File: config.mk
export PLATFORM = sky130hd
export DESIGN_NAME = lamp_dblpress_ctrl
export DESIGN_NICKNAME = d
export VERILOG_FILES = /design/src/rtl/lamp_pkg.sv /design/src/rtl/gap_counter.sv /design/src/rtl/lamp_mode_fsm.sv /design/src/rtl/lamp_level_enc.sv /design/src/rtl/lamp_dblpress_ctrl.sv
export SDC_FILE = /design/constraint.sdc
export NUM_CORES = 1
export LEC_CHECK = 0
export BUFFER_PORTS_ARGS = -buffer_cell sky130_fd_sc_hd__buf_2
export CAP_MARGIN = 10
export CORE_AREA = 2 2 39 41
export DETAILED_ROUTE_END_ITERATION = 10
export DIE_AREA = 0 0 41 43
export GPL_TIMING_DRIVEN = 0
export SLEW_MARGIN = 40
export SYNTH_ARGS = -nofsm -noshare
export SYNTH_HDL_FRONTEND = slang
export SYNTH_HIERARCHICAL = 1
export SYNTH_SLANG_ARGS = --single-unit
File: constraint.sdc
create_clock -name clk -period 2.6 [get_ports clk]
set_clock_uncertainty 0.05 [all_clocks]
set_input_delay 0 -clock clk [delete_from_list [all_inputs] [get_ports clk]]
set_output_delay 0 -clock clk [all_outputs]
set_load 0.02 [all_outputs]
File: src/rtl/lamp_pkg.sv
package lamp_pkg;

    typedef enum logic [1:0] {
        LAMP_DARK   = 2'd0,
        LAMP_NORM   = 2'd1,
        LAMP_BRIGHT = 2'd2
    } lamp_mode_e;

    typedef struct packed {
        lamp_mode_e mode;
    } mode_regs_t;

    localparam int LEVELS = 3;

endpackage

File: src/rtl/gap_counter.sv
module gap_counter #(
    parameter int QUICK_TICKS = 3,
    parameter int CNT_W       = $clog2(QUICK_TICKS + 2)
) (
    input  logic             clk,
    input  logic             rst,
    input  logic             clr,
    input  logic             tick,
    output logic [CNT_W-1:0] gap_cnt
);
    localparam logic [CNT_W-1:0] SAT_VAL = CNT_W'(QUICK_TICKS + 1);

    logic [CNT_W-1:0] cnt_d, cnt_q;

    always_comb begin
        cnt_d = cnt_q;
        if (clr) begin
            cnt_d = '0;
        end else if (tick && (cnt_q < SAT_VAL)) begin
            cnt_d = cnt_q + 1'b1;
        end
    end

    always_ff @(posedge clk) begin
        if (rst) cnt_q <= '0;
        else     cnt_q <= cnt_d;
    end

    assign gap_cnt = cnt_q;

    AST_CNT_BOUNDED: assert property (@(posedge clk) disable iff (rst)
        cnt_q <= SAT_VAL);
    AST_CNT_CLEARED: assert property (@(posedge clk) disable iff (rst)
        clr |=> (cnt_q == '0));
    AST_CNT_STEP: assert property (@(posedge clk) disable iff (rst)
        (!clr && tick && cnt_q < SAT_VAL) |=> (cnt_q == $past(cnt_q) + 1'b1));

endmodule

File: src/rtl/lamp_mode_fsm.sv
module lamp_mode_fsm
    import lamp_pkg::*;
#(
    parameter int QUICK_TICKS = 3,
    parameter int CNT_W       = $clog2(QUICK_TICKS + 2)
) (
    input  logic             clk,
    input  logic             rst,
    input  logic             press,
    input  logic [CNT_W-1:0] gap_cnt,
    output lamp_mode_e       mode,
    output logic             gap_clr
);
    localparam logic [CNT_W-1:0] LIMIT = CNT_W'(QUICK_TICKS);

    mode_regs_t regs_d, regs_q;
    logic       quick;

    assign quick = (gap_cnt <= LIMIT);

    always_comb begin
        regs_d  = regs_q;
        gap_clr = 1'b0;
        if (press) begin
            unique case (regs_q.mode)
                LAMP_DARK: begin
                    regs_d.mode = LAMP_NORM;
                    gap_clr     = 1'b1;
                end
                LAMP_NORM:   regs_d.mode = quick ? LAMP_BRIGHT : LAMP_DARK;
                LAMP_BRIGHT: regs_d.mode = LAMP_DARK;
                default:     regs_d.mode = LAMP_DARK;
            endcase
        end
    end

    always_ff @(posedge clk) begin
        if (rst) regs_q.mode <= LAMP_DARK;
        else     regs_q      <= regs_d;
    end

    assign mode = regs_q.mode;

    AST_QUICK_BRIGHT: assert property (@(posedge clk) disable iff (rst)
        (press && regs_q.mode == LAMP_NORM && gap_cnt <= LIMIT) |=> (regs_q.mode == LAMP_BRIGHT));
    AST_LATE_DARK: assert property (@(posedge clk) disable iff (rst)
        (press && regs_q.mode == LAMP_NORM && gap_cnt > LIMIT) |=> (regs_q.mode == LAMP_DARK));
    AST_BRIGHT_EXIT: assert property (@(posedge clk) disable iff (rst)
        (press && regs_q.mode == LAMP_BRIGHT) |=> (regs_q.mode == LAMP_DARK));
    AST_DARK_ON: assert property (@(posedge clk) disable iff (rst)
        (press && regs_q.mode == LAMP_DARK) |=> (regs_q.mode == LAMP_NORM));
    AST_IDLE_HOLD: assert property (@(posedge clk) disable iff (rst)
        !press |=> $stable(regs_q.mode));

endmodule

File: src/rtl/lamp_level_enc.sv
module lamp_level_enc
    import lamp_pkg::*;
(
    input  lamp_mode_e        mode,
    output logic [LEVELS-1:0] onehot,
    output logic [1:0]        code
);
    always_comb begin
        code   = mode;
        onehot = '0;
        unique case (mode)
            LAMP_NORM:   onehot[1] = 1'b1;
            LAMP_BRIGHT: onehot[2] = 1'b1;
            default:     onehot[0] = 1'b1;
        endcase
    end
endmodule

File: src/rtl/lamp_dblpress_ctrl.sv
module lamp_dblpress_ctrl
    import lamp_pkg::*;
#(
    parameter int QUICK_TICKS = 3
) (
    input  logic        clk,
    input  logic        rst,
    input  logic        press,
    input  logic        tick,
    output logic [2:0]  lvl_onehot,
    output logic [1:0]  lvl_code
);
    localparam int CNT_W = $clog2(QUICK_TICKS + 2);

    logic [CNT_W-1:0] gap_cnt;
    logic             gap_clr;
    lamp_mode_e       mode;

    gap_counter #(.QUICK_TICKS(QUICK_TICKS), .CNT_W(CNT_W)) u_gap (
        .clk     (clk),
        .rst     (rst),
        .clr     (gap_clr),
        .tick    (tick),
        .gap_cnt (gap_cnt)
    );

    lamp_mode_fsm #(.QUICK_TICKS(QUICK_TICKS), .CNT_W(CNT_W)) u_fsm (
        .clk     (clk),
        .rst     (rst),
        .press   (press),
        .gap_cnt (gap_cnt),
        .mode    (mode),
        .gap_clr (gap_clr)
    );

    lamp_level_enc u_enc (
        .mode   (mode),
        .onehot (lvl_onehot),
        .code   (lvl_code)
    );

    AST_LEVEL_ONEHOT: assert property (@(posedge clk) disable iff (rst)
        $countones(lvl_onehot) == 1);
    AST_LEVEL_AGREE: assert property (@(posedge clk) disable iff (rst)
        lvl_onehot[lvl_code] == 1'b1);
    AST_RESET_DARK: assert property (@(posedge clk)
        rst |=> (lvl_code == 2'd0));

endmodule

# [After elaboration in Yosys (flattened, before gate mapping)]
# Cells that the tools add are included.
# W data, S select, Z words.
[word_totals] register_bits=5 latch_bits=0 mem_bits_rw=0 romBits=0 inputBits=4 output_inout_bits=5 wordCells=18 mem_count=0
[classes] addsub=1 n_mul=0 div_mod_pow=0 order_cmp=2 eq_ne=2 shift=0 n_mux=7 n_bitwise=0 n_reduce_logical=4
[ops] cell="$mux W1" count=5
[ops] cell="$pmux W2 S2" count=1
[ops] cell="$reduce_or A2 Y1" count=2
[ops] cell="$add A3 B1 Y3 const B" count=1
[ops] cell="$le A3 B2 Y1 const B" count=1
[ops] cell="$lt A3 B3 Y1 const B" count=1
[ops] cell="$eq A2 B1 Y1 const B" count=1
[ops] cell="$eq A2 B2 Y1 const B" count=1
[ops] cell="$logic_not A2 Y1" count=1
[ops] cell="$mux W2" count=1
[ops] cell="$logic_and A1 B1 Y1" count=1

# [Longest topological paths before layout]
# Gate-level depths: netlist of run 1.
[depth] word_depth=4 depth_mapped=3 depth_no_buf=3

# [Hierarchy]
# The synthesis of run 1 kept the hierarchy.
[by_module_without_submodules] module="gap_counter" instances=1 cells_each=11 area_each_um2=125.1 seq_area_each_um2=60.1
[by_module_without_submodules] module="lamp_mode_fsm" instances=1 cells_each=8 area_each_um2=97.6 seq_area_each_um2=40.0
[by_module_without_submodules] module="lamp_level_enc" instances=1 cells_each=6 area_each_um2=47.5 seq_area_each_um2=0.0

# [Worst setup path before layout of run 1]
# No wires, ideal clock.
[synth_timing] path_kind="reg2reg" startpoint="register u_gap.cnt_q[0] (netlist: u_gap/gap_cnt[0])" endpoint="register u_gap.cnt_q[1] (netlist: u_gap/gap_cnt[1])" setup_ns=0.124 arrival_time_ns=0.742 t_required_ns=2.426 slack_ns=1.684 path_stages_with_launch=4 path_buffers=0 synth_period_minus_slack_ns=0.916 cell_sequence="dfxtp_1 ha_1 mux2i_1 nor3_1"
[synth_between] elab_chain_len=2 word_cells_on_any_way=3 classes_between="1 x add/sub; 1 x order compare; 1 x reduce/logical"
[synth_lines] element="start, declared" line="gap_counter.sv:13" rtl="logic [CNT_W-1:0] cnt_d, cnt_q;"
[synth_lines] element="start signal, assigned" line="gap_counter.sv:26" rtl="else cnt_q <= cnt_d;"
[synth_lines] element="$lt A3 B3 Y1" line="gap_counter.sv:19" rtl="end else if (tick && (cnt_q < SAT_VAL)) begin"
[synth_lines] element="$logic_and A1 B1 Y1" line="gap_counter.sv:19"
# Parallel ways exist; a longest one is shown, timed or not.
# A chain may end at the register's enable or synchronous reset.

# [Final worst setup path of run 1]
[layout_timing] startpoint="register, netlist name u_fsm/mode[0]" endpoint="output lvl_onehot[0]"
[layout_between] elab_chain_len=3 word_cells_on_any_way=4 classes_between="2 x eq/ne; 1 x mux; 1 x reduce/logical"
[layout_lines] element="$eq A2 B1 Y1 / $eq A2 B2 Y1 (equally long branches)" line="lamp_level_enc.sv:11" rtl="unique case (mode)"
[layout_lines] element="$reduce_or A2 Y1 (no source line) *"
[layout_lines] element="$mux W1 *" line="lamp_level_enc.sv:11"
[layout_lines] element="end, declared" line="lamp_dblpress_ctrl.sv:10" rtl="output logic [2:0] lvl_onehot,"
# Every way passes the cells marked *; elsewhere a longest branch is shown, timed or not.

==> out/qor.log, run 1 <==
INFO  yosys          asyncSetResetFlopFracSynth=0%
INFO  placement      post-dp-hpwl=331microns
INFO  pwr            clock_power_share=42.5%
INFO  pwr            internal_power=0.157mW
INFO  floorplanning  starting_density_of_the_core=19.5%
INFO  placement      io_buffer_count=8
INFO  clock_network  clk_pin_slew_worst_setup_hold_paths=0.05ns
INFO  floorplanning  die_area=1760squm
INFO  pwr            combPwrFrac=17.0%
INFO  sta            whs=0.00654ns
INFO  detailed_routing route.vias.total=203
INFO  detailed_routing route.detailed.vias_per_inst=3.76
INFO  clock_network  clk_path_buf_depth=2
INFO  sta            final.setup.tns=0ns
INFO  clock_network  cts-buffers-inserted=3
INFO  yosys          netlist_instances=25
INFO  pwr            worst_ir_drop_vdd=0.271mV
INFO  sta            final_max_slew_viol_count=0
INFO  sta            postLayoutSetupSlackWorst=1.35ns
INFO  detailed_routing drt-total-wl=443microns
INFO  critical_path  timing.critical_path.to_type=output pin
INFO  sta            fmax=797MHz
INFO  sta            finalHoldViolCount=0
INFO  yosys          yosys-top-cells-count=dfxtp_1, ha_1, nor3_1
INFO  placement      finalWeightedCongestion=0.693
INFO  yosys          synth-seq-cells=5
INFO  critical_path  cp_data_arrival_time=1.20ns
INFO  sta            final_period_minus_worst_setup_slack=1.25ns
INFO  clock_network  cts.htree.levels=1
INFO  pwr            power.share.switching=25.9%
INFO  yosys          synthesis.yosys.warnings=6
INFO  critical_path  class_of_the_most_critical_setup_path=flip-flop to output pin
INFO  pwr            seq_power_share=40.4%
INFO  critical_path  timing.critical_path.from_type=flip-flop
INFO  final_layout   layout-drive-gt1-share=39.5%
INFO  yosys          synth_most_common_cell=dfxtp_1
INFO  floorplanning  dieWidth=41microns
INFO  yosys          yosysUniqueCellTypes=14
INFO  clock_network  cts_sinks=5
INFO  clock_network  cts_tree=built
INFO  yosys          seq_area_frac_synth=37.0%
INFO  sta            max-slew-margin-rel=83.3%
INFO  final_layout   layout.core_utilization=26.5%
INFO  final_layout   nets_finish=46
INFO  yosys          number_of_enable_type_register_cells_in_the_synthesized_netlist=0
INFO  global_route   grt_antenna_before_repair=0
INFO  global_route   grt_max_degree=7
INFO  floorplanning  core_area=1380squm
INFO  sta            unrepaired_setup_endpoints_after_global_routing=no
INFO  clock_network  cts.repair.resized=0
INFO  yosys          synth_nets=32
INFO  yosys          synthesis.area=270squm
INFO  sta            finalSetupViolations=0
INFO  pwr            power.density=579nW/um^2
INFO  detailed_routing drt.antenna.violating_nets=0
INFO  pwr            power.switching=0.0550mW
INFO  clock_network  insertion_delay=0.24ns
INFO  placement      dp_worst_setup_slack=1.60ns
INFO  floorplanning  die_h=43microns
INFO  final_layout   n_antenna_cell=0
INFO  yosys          yosys_most_used_dff=dfxtp_1
INFO  detailed_routing routedWlPerCell=8.20microns
INFO  global_route   grt.total_usage=7.34%
INFO  job            cap_violations=0
INFO  global_route   vias_in_the_first_global_route=200
INFO  yosys          synth_top_area_share=37.0%
INFO  global_route   grt_first_pass_wirelength=793microns
INFO  yosys          yosys-top-cells-area=dfxtp_1, ha_1, nor3b_4
INFO  detailed_routing drt-pass1-iter-count=3
INFO  floorplanning  io-pin-count=9
INFO  detailed_routing drtIter0Drc=5
INFO  final_layout   layout_stage_area_growth_over_the_synthesis_result=35.6%
INFO  sta            timing.final.crit_share=48.2%
INFO  clock_network  cts-root-buf=clkbuf_4
INFO  critical_path  data_required_time_at_the_worst_endpoint=2.55ns
INFO  yosys          yosysTopAreaCell=dfxtp_1
INFO  yosys          postSynthAreaPerCell=10.8squm
INFO  detailed_routing drcViolationCount=0
INFO  pwr            power.leakage=0.175nW
INFO  pwr            finalPower=0.212mW
INFO  critical_path  worstPathMaxFanout=6
INFO  global_route   global_route.overflow_total=0
INFO  worst_hold_path classification_of_the_worst_slack_hold_path=input port to flip-flop
INFO  sta            worst_tran_pin_value=0.250ns
INFO  run_status     outcome=finished clean
INFO  floorplanning  floorplan.rows=14
-- what timing repair did --
item | in CTS | in global routing
setup buffers | 0 | 0
hold buffers | 1 | 0
endpoints found under the hold margin | 4 | 0
-- path summary, 6_finish.rpt --
kind	from	endpoint	slack [ns]	cells past startpoint
worst min register to register	u_gap/gap_cnt[1]$_SDFFE_PP0P_	u_gap/gap_cnt[1]$_SDFFE_PP0P_	0.48	2
worst max-delay path	u_fsm/mode[0]$_SDFFE_PP0P_	lvl_onehot[0]	1.35	3
worst max register to register	u_gap/gap_cnt[0]$_SDFFE_PP0P_	u_gap/gap_cnt[1]$_SDFFE_PP0P_	1.64	3
worst min-delay path	tick	u_gap/gap_cnt[2]$_SDFFE_PP0P_	0.007	3
-- power groups by stage --
| stage | clock, mW | sequential, mW | combinational (mW) |
|---|---|---|---|
| after floorplan | 0 | 0.0863 | 0.0269 |
| after global placement | 0 | 0.0873 | 0.0354 |
| after detailed placement | 0 | 0.0873 | 0.0355 |
| after CTS | 0.0959 | 0.0860 | 0.0368 |
| after global routing | 0.103 | 0.0865 | 0.0403 |
| final | 0.0903 | 0.0859 | 0.0362 |
-- worst max-delay path, stage by stage (launching register included) --
cell,delay (ns)
dfxtp_1,0.45
inv_1,0.08
ha_1,0.28
buf_2,0.16
-- metal layers --
metal | GRT usage, % | vias to the layer above | wire, microns
met3 | 6.28 | 0 | 24
met5 | 0 | - | 0
met1 | 9.06 | 90 | 215
met2 | 7.50 | 5 | 202
li1 | - | 108 | -
met4 | 6.00 | 0 | 0
-- sequential cells by signal, summed over array words and instances, names as in the netlist --
register / flops
u_gap/gap_cnt: 3
u_fsm/mode: 2
-- final cells by class --
type	count	area [sq um]
inverter	2	7.51
timing repair buffer	9	50.0
clock buffer	4	26.3
fill	152	1020
tap	16	20.0
buffer	2	15.0
multi-input combinational	16	148
sequential	5	100
-- placed cells by master (no fill, tap or decap), types with 2 or more instances in the layout --
| master | instances |
|---|---|
| a21oi_1 | 2 |
| buf_2 | 8 |
| buf_4 | 2 |
| clkbuf_4 | 3 |
| dfxtp_1 | 5 |
| ha_1 | 3 |
| inv_1 | 2 |
| nor3_1 | 3 |
-- logic make-up after synthesis --
family / Yosys count / share of synthesized area (%)
xor gates and xnor gates: 1 / 3.24
muxes: 1 / 3.70
AOI/OAI and AO/OA: 3 / 7.41
DFF: 5 / 37.0
and+or+nand+nor: 8 / 26.4
adders and majority gates: 3 / 13.9
buffers and inverters: 4 / 8.33
-- through the flow --
step                      instance area (sq um)  std cells
after floorplan                             270         25
after global placement                      330         49
after detailed placement                    330         49
after CTS                                   367         54
after global routing                        367         54
final                                       367         54
Power figures use the tool's default switching activity.
==> run 2, diff against run 1 <==
--- a/config.mk
+++ b/config.mk
@@ -5,6 +5,7 @@
 export SDC_FILE = /design/constraint.sdc
 export NUM_CORES = 1
 export LEC_CHECK = 0
+export ABC_AREA = 1
 export BUFFER_PORTS_ARGS = -buffer_cell sky130_fd_sc_hd__buf_2
 export CAP_MARGIN = 10
 export CORE_AREA = 2 2 39 41
==> constraint.sdc (replaced) <==
create_clock -name clk -period 1.1 [get_ports clk]
set_clock_uncertainty 0.05 [all_clocks]
set_input_delay 0 -clock clk [delete_from_list [all_inputs] [get_ports clk]]
set_output_delay 0 -clock clk [all_outputs]
set_load 0.02 [all_outputs]
==> run 2 against run 1 <==
Compared with the run above: final cell count grew 33%; sequential power grew 130%; synthesized cell count grew 60%; register-to-register slack lost 1.5 ns; critical endpoint unchanged.
==> out/qor.log, run 2 <==
INFO  yosys          synth_top_area_share=34.2%
INFO  critical_path  timing.critical_path.from_type=flip-flop
INFO  yosys          yosys-top-cells-area=dfxtp_1, ha_1, nand2_1
INFO  final_layout   multi_input_gate_area_in_the_final_layout=166squm
INFO  run_status     outcome=finished clean
INFO  clock_network  cts_tree=built
INFO  global_route   vias_in_the_first_global_route=234
INFO  floorplanning  core_area=1380squm
INFO  sta            finalSetupViolations=0
INFO  critical_path  data_required_time_at_the_worst_endpoint=1.05ns
INFO  global_route   global_route.overflow_total=0
INFO  detailed_routing drt.antenna.violating_nets=0
INFO  yosys          synthesis.area=293squm
INFO  worst_hold_path hold_depth=5
INFO  critical_path  worstRegToRegCells=7
INFO  floorplanning  floorplan.rows=14
INFO  clock_network  cts.htree.levels=1
INFO  pwr            combPwrFrac=23.6%
INFO  pwr            seq_power_share=36.4%
INFO  final_layout   layout_commonest_cell=nand2_1
INFO  yosys          asyncSetResetFlopFracSynth=0%
INFO  final_layout   largest_reg_flops=3
INFO  sta            unrepaired_setup_endpoints_after_global_routing=no
INFO  detailed_routing drtIter0Drc=3
INFO  floorplanning  die_area=1760squm
INFO  detailed_routing drt-pass1-iter-count=2
INFO  pwr            clock_power_share=40.0%
INFO  yosys          synth-seq-cells=5
INFO  pwr            power.switching=0.158mW
INFO  critical_path  class_of_the_most_critical_setup_path=flip-flop to output pin
INFO  critical_path  timing.critical_path.from=u_fsm/mode[0]$_SDFFE_PP0P_
INFO  placement      finalWeightedCongestion=0.711
INFO  sta            postLayoutSetupSlackWorst=0.0364ns
INFO  final_layout   final-instance-count-excl-fill=72
INFO  final_layout   layout_stage_area_growth_over_the_synthesis_result=55.1%
INFO  clock_network  clk_path_buf_depth=2
INFO  global_route   grt_antenna_before_repair=0
INFO  sta            worst_tran_pin_value=0.134ns
INFO  placement      io_buffer_count=8
INFO  clock_network  cts_sinks=5
INFO  sta            finalHoldViolCount=0
INFO  detailed_routing drcViolationCount=0
INFO  critical_path  rr_startpoint=u_fsm/mode[0]$_SDFFE_PP0P_
INFO  yosys          synthesis.yosys.warnings=6
INFO  critical_path  cp_data_arrival_time=1.01ns
INFO  global_route   grt_first_pass_wirelength=834microns
INFO  placement      numPlacedInstances=64
INFO  yosys          synth_nets=47
INFO  final_layout   most_used_cells_in_the_layout_excluding_fill_and_tap_cells=nand2_1, inv_1, buf_2
INFO  floorplanning  die_h=43microns
INFO  sta            final_max_slew_viol_count=0
INFO  clock_network  clk_pin_slew_worst_setup_hold_paths=0.05ns
INFO  sta            final_period_minus_worst_setup_slack=1.06ns
INFO  yosys          synth_most_common_cell=nand2_1
INFO  floorplanning  io-pin-count=9
INFO  yosys          number_of_enable_type_register_cells_in_the_synthesized_netlist=0
INFO  worst_hold_path hold_path_startpoint=tick
INFO  final_layout   reg_top3=u_gap/gap_cnt: 3 flops, u_fsm/mode: 2 flops
INFO  global_route   grt_max_degree=6
INFO  yosys          yosysUniqueCellTypes=12
INFO  detailed_routing routedWlPerCell=7.47microns
INFO  detailed_routing drt-total-wl=538microns
INFO  yosys          netlist_instances=40
INFO  final_layout   top_register=u_gap/gap_cnt
INFO  pwr            power.density=1210nW/um^2
INFO  yosys          yosysTopAreaCell=dfxtp_1
INFO  final_layout   nFillCells=148
INFO  pwr            power.share.switching=28.7%
INFO  pwr            power.leakage=0.230nW
INFO  clock_network  cts-buffers-inserted=3
INFO  detailed_routing route.detailed.vias_per_inst=3.89
INFO  floorplanning  starting_density_of_the_core=21.2%
INFO  sta            max-slew-margin-rel=91.1%
INFO  sta            final.setup.tns=0ns
INFO  floorplanning  dieWidth=41microns
INFO  pwr            internal_power=0.393mW
INFO  clock_network  insertion_delay=0.25ns
INFO  global_route   grt.total_usage=8.14%
INFO  clock_network  cts-root-buf=clkbuf_4
INFO  sta            fmax=940MHz
INFO  yosys          yosys_most_used_dff=dfxtp_1
INFO  critical_path  timing.critical_path.to_type=output pin
INFO  job            cap_violations=0
INFO  final_layout   ff_latch_area=105squm
INFO  placement      post-dp-hpwl=359microns
INFO  final_layout   n_antenna_cell=0
INFO  critical_path  worstPathMaxFanout=3
INFO  yosys          seq_area_frac_synth=34.2%
INFO  placement      dp_worst_setup_slack=0.0321ns
INFO  worst_hold_path classification_of_the_worst_slack_hold_path=input port to flip-flop
INFO  sta            timing.final.crit_share=96.7%
INFO  detailed_routing route.vias.total=280
INFO  final_layout   nets_finish=64
INFO  yosys          postSynthAreaPerCell=7.32squm
INFO  pwr            worst_ir_drop_vdd=0.760mV
INFO  yosys          yosys-top-cells-count=nand2_1, inv_1, dfxtp_1, nor2_1, ha_1
INFO  final_layout   layout-drive-gt1-share=50.0%
-- run 2: cell count changes in the layout (fill, tap and decap cells not counted), moves of 3 or more --
cell | before | now
inv_1 | 2 | 7
nor2_1 | 0 | 4
nand2_1 | 0 | 8
nor3_1 | 3 | 0
-- run 2: cells by family after synthesis --
family,count (synthesis),synth area share (%)
AND/OR/NAND/NOR,19,30.3
buffers and inverters,11,16.7
flip-flops,5,34.2
adder cells (fa/ha/maj),3,12.8
AO/OA/AOI/OAI,2,5.98
-- run 2: repair_timing --
| item | in CTS | in global routing |
|---|---|---|
| pin swaps | 1 | 1 |
| hold endpoints to repair | 2 | 0 |
| setup endpoints to repair | 2 | 4 |
| hold buffers | 2 | 0 |
| resized for setup | 5 | 6 |
| setup buffers | 2 | 0 |
-- run 2: final timing paths --
check                             endpoint  slack [ns]
min          u_gap/gap_cnt[2]$_SDFFE_PP0P_        0.02
max                          lvl_onehot[0]        0.04
min reg2reg  u_gap/gap_cnt[1]$_SDFFE_PP0P_        0.44
max reg2reg  u_gap/gap_cnt[0]$_SDFFE_PP0P_        0.11
-- run 2: layout make-up --
type	instances	share of cell area, %
Multi-Input combinational cell	24	36.6
Sequential cell	5	23.1
Timing Repair Buffer	12	19.3
Inverter	9	7.44
Clock buffer	4	5.79
Tap cell	16	4.41
Buffer	2	3.31
-- run 2: metal layers --
layer	track usage [%]	routed length [microns]	share of wire [%]	up-vias
li1	-	-	-	149
met1	6.77	217	40	118
met2	10.3	251	47	11
met3	7.85	58	11	2
met4	8.00	10	1.9	0
met5	0	0	0	-
-- run 2: power groups by stage --
| stage | Combinational (mW) | Sequential [mW] | Clock, mW |
|---|---|---|---|
| 2_1_floorplan | 0.0720 | 0.203 | 0 |
| 6_report | 0.130 | 0.201 | 0.220 |
| 3_5_place_dp | 0.0938 | 0.205 | 0 |
| 3_3_place_gp | 0.0926 | 0.205 | 0 |
| 4_1_cts | 0.121 | 0.202 | 0.226 |
| 5_1_grt | 0.145 | 0.202 | 0.237 |
-- run 2: per-stage QoR --
stage / power (mW) / hold slack, ns / utilization, % / area [sq um]
detailed placement: 0.299 / 0.155 / 25.5 / 353
CTS: 0.549 / 0.0203 / 31.5 / 435
global placement: 0.298 / 0.161 / 25.5 / 353
floorplan: 0.275 / 0.0124 / - / 293
global route: 0.584 / 0.0527 / 32.8 / 454
finish: 0.551 / 0.0234 / 32.8 / 454
-- run 2: worst max-delay path, cell delays in order (launching register included) --
cell and delay, ns:
dfxtp_2 0.33, inv_1 0.07, ha_4 0.26, buf_6 0.10
